## src/rtl/dau_pkg.sv

```systemverilog
package dau_pkg;
  typedef enum logic [1:0] {
    TGT_RAM  = 2'd0,
    TGT_PTR  = 2'd1,
    TGT_NULL = 2'd2,
    TGT_SFR  = 2'd3
  } tgt_e;
endpackage

```

## src/rtl/dau_addr_gen.sv

```systemverilog
module dau_addr_gen
  import dau_pkg::*;
#(
  parameter int AW       = 8,
  parameter int FILE_W   = 5,
  parameter int SFR_TOP  = 8,
  parameter int PTR_FILE = 4
) (
  input  logic [FILE_W-1:0] file_i,
  input  logic [AW-1:0]     ptr_i,
  output logic [AW-1:0]     addr_o,
  output tgt_e              tgt_o
);
  localparam int BANK_W = AW - FILE_W;
  localparam logic [FILE_W-1:0] SFR_LIM = FILE_W'(SFR_TOP);
  localparam logic [FILE_W-1:0] PTR_SLOT = FILE_W'(PTR_FILE);

  logic [FILE_W-1:0] slot;

  always_comb begin
    if (file_i == '0) addr_o = ptr_i;
    else              addr_o = {ptr_i[AW-1 -: BANK_W], file_i};
  end

  assign slot = addr_o[FILE_W-1:0];

  always_comb begin
    if (slot == '0)            tgt_o = TGT_NULL;
    else if (slot == PTR_SLOT) tgt_o = TGT_PTR;
    else if (slot < SFR_LIM)   tgt_o = TGT_SFR;
    else                       tgt_o = TGT_RAM;
  end
endmodule

```

## src/rtl/dau_ptr_reg.sv

```systemverilog
module dau_ptr_reg #(
  parameter int AW = 8
) (
  input  logic          clk_i,
  input  logic          rst_ni,
  input  logic          load_i,
  input  logic [AW-1:0] d_i,
  output logic [AW-1:0] q_o
);
  always_ff @(posedge clk_i or negedge rst_ni) begin
    if (!rst_ni)     q_o <= '0;
    else if (load_i) q_o <= d_i;
  end
endmodule

```

## src/rtl/dau_rd_stage.sv

```systemverilog
module dau_rd_stage
  import dau_pkg::*;
#(
  parameter int AW = 8
) (
  input  logic          clk_i,
  input  logic          rst_ni,
  input  logic          go_i,
  input  tgt_e          tgt_i,
  input  logic [AW-1:0] ptr_i,
  output logic          valid_o,
  output tgt_e          tgt_o,
  output logic [AW-1:0] ptr_o
);
  always_ff @(posedge clk_i or negedge rst_ni) begin
    if (!rst_ni) begin
      valid_o <= 1'b0;
      tgt_o   <= TGT_RAM;
      ptr_o   <= '0;
    end else begin
      valid_o <= go_i;
      if (go_i) begin
        tgt_o <= tgt_i;
        ptr_o <= ptr_i;
      end
    end
  end
endmodule

```

## src/rtl/data_addr_unit.sv

```systemverilog
module data_addr_unit
  import dau_pkg::*;
#(
  parameter int AW       = 8,
  parameter int FILE_W   = 5,
  parameter int SFR_TOP  = 8,
  parameter int PTR_FILE = 4,
  parameter bit RAM_SYNC = 1'b1
) (
  input  logic              clk_i,
  input  logic              rst_ni,
  input  logic [FILE_W-1:0] file_i,
  input  logic              rd_req_i,
  input  logic              wr_req_i,
  input  logic [AW-1:0]     wr_data_i,
  output logic [AW-1:0]     rd_data_o,
  output logic              rd_valid_o,
  output logic              sfr_hit_o,
  output logic [AW-1:0]     ram_addr_o,
  output logic [AW-1:0]     ram_wdata_o,
  output logic              ram_we_o,
  output logic              ram_oe_o,
  input  logic [AW-1:0]     ram_rdata_i
);
  logic [AW-1:0] ptr_q;
  tgt_e          tgt;
  logic          rd_go;
  logic          ptr_load;
  tgt_e          ret_tgt;
  logic [AW-1:0] ret_ptr;

  dau_addr_gen #(
    .AW(AW), .FILE_W(FILE_W), .SFR_TOP(SFR_TOP), .PTR_FILE(PTR_FILE)
  ) i_addr_gen (
    .file_i (file_i),
    .ptr_i  (ptr_q),
    .addr_o (ram_addr_o),
    .tgt_o  (tgt)
  );

  // write wins over a simultaneous read
  assign rd_go    = rd_req_i & ~wr_req_i;
  assign ptr_load = wr_req_i & (tgt == TGT_PTR);

  dau_ptr_reg #(.AW(AW)) i_ptr_reg (
    .clk_i  (clk_i),
    .rst_ni (rst_ni),
    .load_i (ptr_load),
    .d_i    (wr_data_i),
    .q_o    (ptr_q)
  );

  assign ram_wdata_o = wr_data_i;
  assign ram_we_o    = wr_req_i & (tgt == TGT_RAM);
  assign ram_oe_o    = rd_go & (tgt == TGT_RAM);
  assign sfr_hit_o   = (rd_req_i | wr_req_i) & (tgt == TGT_SFR);

  generate
    if (RAM_SYNC) begin : g_sync
      dau_rd_stage #(.AW(AW)) i_rd_stage (
        .clk_i   (clk_i),
        .rst_ni  (rst_ni),
        .go_i    (rd_go),
        .tgt_i   (tgt),
        .ptr_i   (ptr_q),
        .valid_o (rd_valid_o),
        .tgt_o   (ret_tgt),
        .ptr_o   (ret_ptr)
      );
    end else begin : g_async
      assign rd_valid_o = rd_go;
      assign ret_tgt    = tgt;
      assign ret_ptr    = ptr_q;
    end
  endgenerate

  always_comb begin
    unique case (ret_tgt)
      TGT_RAM: rd_data_o = ram_rdata_i;
      TGT_PTR: rd_data_o = ret_ptr;
      default: rd_data_o = '0;
    endcase
  end
endmodule

```

## config.mk

```make
export PLATFORM = sky130hd
export DESIGN_NAME = data_addr_unit
export DESIGN_NICKNAME = d
export VERILOG_FILES = /design/src/rtl/dau_pkg.sv /design/src/rtl/dau_addr_gen.sv /design/src/rtl/dau_ptr_reg.sv /design/src/rtl/dau_rd_stage.sv /design/src/rtl/data_addr_unit.sv
export SDC_FILE = /design/constraint.sdc
export NUM_CORES = 1
export LEC_CHECK = 0
export ABC_AREA = 1
export BUFFER_PORTS_ARGS = -buffer_cell sky130_fd_sc_hd__buf_2
export CAP_MARGIN = 5
export CELL_PAD_IN_SITES_DETAIL_PLACEMENT = 2
export CELL_PAD_IN_SITES_GLOBAL_PLACEMENT = 2
export CORE_ASPECT_RATIO = 1.75
export CORE_UTILIZATION = 24
export DETAILED_ROUTE_END_ITERATION = 10
export HOLD_SLACK_MARGIN = 0.05
export PLACE_DENSITY = 0.88
export SLEW_MARGIN = 25
export SYNTH_ARGS = -nofsm -noshare
export SYNTH_HDL_FRONTEND = slang
export SYNTH_SLANG_ARGS = --single-unit
export TNS_END_PERCENT = 50
```

## constraint.sdc

```tcl
create_clock -name clk_i -period 1.7 [get_ports clk_i]
set_clock_uncertainty 0.1 [all_clocks]
set_input_delay 0.255 -clock clk_i [delete_from_list [all_inputs] [get_ports clk_i]]
set_output_delay 0.255 -clock clk_i [all_outputs]
set_load 0.01 [all_outputs]
```

==> summary.md <==
| Metric | Value |
|---|---|
| Outcome | finished, final reports clean |
| Endpoints failing setup | 0 |
| GPL Wtd Cong | 0.808 |
| Iteration count of the initial detailed-routing pass | 4 |
| Netlist Area Pre-Place | about 0.0011 mm^2 |
| Average cell area after synthesis | about 8 um^2 |
| Crit path launch | i_ptr_reg.q_o[1]$_DFFE_PN0P_ |
| Antenna diodes | 0 |
| Die W | approximately 54 um |
| WS Path Type | flip-flop to primary output |
| Clk_lat worst skew | about 0.25 ns |
| Total die area | around 0.0050 mm^2 |
| Crit path to | sfr_hit_o |
| Cts bufs inserted | 3 |
| Max-Cap Viols | 0 |
| Fin. Hold Viols | 0 |
| Starting density of the core | 25.4% |
| Core area | roughly 0.0044 mm^2 |
| Leakage | about 0.84 nW |
| Nets | between 200 and 250 |
| CP endpoint kind | primary output |
| Final worst slack | ~0.019 ns |
| DRC | 0 |
| Clock sinks | 19 |
| Launch point of the worst reg-to-reg path | i_ptr_reg.q_o[3]$_DFFE_PN0P_ |
| Fin crit period | approximately 1.7 ns |
| Pwr Density | 857 mW/mm^2 |
| Remaining global-route overflow | 0 |
| Clock root buffer | clkbuf_8 |
| Vias in the first global route | about 1,100 |
| Worst-path maximum fanout | 2 |
| Largest net degree at the start of global routing | 20 |
| VDD IR-drop max | 0.475 mV |
| Element type at the critical path start | flip-flop |
| Worst reg2reg setup slack | about 0.14 ns |
| Layout cells sized above 1 | between 40 and 50% |
| Cell variety after synth | 22 |
| Routed Antenna Nets | 0 |
| Routed wire length | about 3.2 mm |
| GR Util All Layers | 14.4% |
| RSZ-0062 raised after global routing | true |
| Fin Hold WS | roughly 0.14 ns |
| HP Class | primary input to flip-flop |
| First-pass GRT wire length | 5.30 mm |
| Via count | between 1,000 and 1,500 |
| Die Span Y | between 90 and 100 um |
| Mapped Nets | 167 |
| Commonest non-fill, non-tap cells in the layout | buf_2 (52), nand2_1 (42), nand3_1 (24) |
| Worst slack at placement | -0.0718 ns |
| Worst EP required | ~1.3 ns |
| Maximum clock path buffer count | 2 |
| Initial antenna violation count | 0 |
| R2R cell count | 7 |
| Routed WL per cell | between 10 and 15 um |
| H-tree Lvls | 1 |
| Slew @ Worst Pin | about 0.43 ns |
| I/O pin count | 53 |
| Via-to-Cell Ratio | approximately 4.5 |
| Slew Limit Fails | 0 |
| Port bufs | 52 |
| Mapped Cells | between 100 and 150 |
| Most common cell after layout, fill and taps aside | buf_2 |
| Synthesis-stage register bit count | 19 |
| Sequential area share after synthesis | approximately 42% |
| FMAX | between 500 and 600 MHz |
| Layout area overhead | 32.7% |
| CTS tree | done |
| Clock Pin Slew Worst Setup and Hold Paths | about 0.070 ns |
| Synth Warn # | 0 |
| Row cnt | 32 |
| Half-perimeter wire length after placement | ~2.6 mm |
| Fin crit share | ~99% |
| DR iter-0 viols | 26 |
| Arrival time worst endpoint | approximately 1.3 ns |
| Fill cells | between 500 and 600 |
| Max_slew headroom | ~71% |
| R2r endpoint | i_ptr_reg.q_o[7]$_DFFE_PN0P_ |
==> worst max-delay path, stage by stage (launching register included) <==
cell	delay (ns)
dfrtp_1	0.39
inv_1	0.10
nor2_2	0.05
nor2_2	0.15
nand2_4	0.07
o21ai_1	0.10
nor3_2	0.06
buf_2	0.14
==> state kept, by name, summed over array words and instances, names as in the netlist <==
signal                     cells
g_sync.i_rd_stage.tgt_o        2
g_sync.i_rd_stage.ptr_o        8
g_sync.i_rd_stage.valid_o      1
i_ptr_reg.q_o                  8
==> area by class of cell <==
cell class,instances,area (um^2),share of cell area (%)
clock buffer,4,45.0,3.01
sequential,19,475,31.7
tap,51,63.8,4.26
timing repair buffer,62,338,22.5
multi-input combinational,96,528,35.2
inverter,13,48.8,3.26
==> where the power goes <==
group	internal, mW	switching, mW
combinational	0.159	0.230
clock	0.167	0.147
sequential	0.534	0.0485
total	0.860	0.425
==> through the flow <==
| step | util [%] | instances | power, mW | cell area (um^2) | TNS, ns |
|---|---|---|---|---|---|
| finish | 33.7 | 245 | 1.29 | 1500 | 0 |
| global route | 33.7 | 245 | 1.37 | 1500 | -0.0769 |
| CTS | 33.2 | 243 | 1.29 | 1480 | 0 |
| detailed placement | 31.8 | 238 | 0.974 | 1410 | -0.0718 |
| global placement | 31.8 | 238 | 0.954 | 1410 | -0.00484 |
| floorplan | - | 142 | 0.832 | 1130 | 0 |
==> metal layers <==
metal  vias up  global-route usage [%]  part of all wire, %
li1        548                       -                    -
met1       521                    14.8                   37
met2        35                    28.0                   58
met3         4                    1.31                  3.4
met4         0                    4.61                  1.3
met5         -                       0                    0
==> repair_timing <==
item | 4_1_cts | 5_1_grt
pin swaps | 1 | 2
hold buffers | 1 | 0
resized for setup | 2 | 4
endpoints found under the hold margin | 19 | 0
buffers inserted | 0 | 2
endpoints found under the setup margin | 2 | 3
==> cell usage after synthesis, drive strengths merged <==
cell type,count,area (um^2)
nand2,45,186
o21ai,9,56.3
clkbuf,2,7.51
inv,12,45.0
nor2,13,80.1
nor3,3,31.3
nand3,25,138
buf,12,87.6
o21bai,1,18.8
clkinv,1,3.75
dfrtp,19,475
==> worst min-delay path by stage <==
stage,from,endpoint,cells after the start
final,wr_data_i[1],i_ptr_reg.q_o[1]$_DFFE_PN0P_,3
after global routing,wr_data_i[1],i_ptr_reg.q_o[1]$_DFFE_PN0P_,3
after CTS,wr_data_i[1],i_ptr_reg.q_o[1]$_DFFE_PN0P_,3
after floorplan,rst_ni,g_sync.i_rd_stage.ptr_o[0]$_DFFE_PN0P_,0
after detailed placement,rst_ni,g_sync.i_rd_stage.ptr_o[5]$_DFFE_PN0P_,1
after global placement,rst_ni,g_sync.i_rd_stage.ptr_o[5]$_DFFE_PN0P_,1
==> logic make-up after synthesis <==
family | Yosys count | synth area share, %
AO/OA/AOI/OAI | 10 | 6.64
AND/OR/NAND/NOR | 86 | 38.5
flip-flops | 19 | 42.1
buffers and inverters | 27 | 12.7
Power figures use the tool's default switching activity.
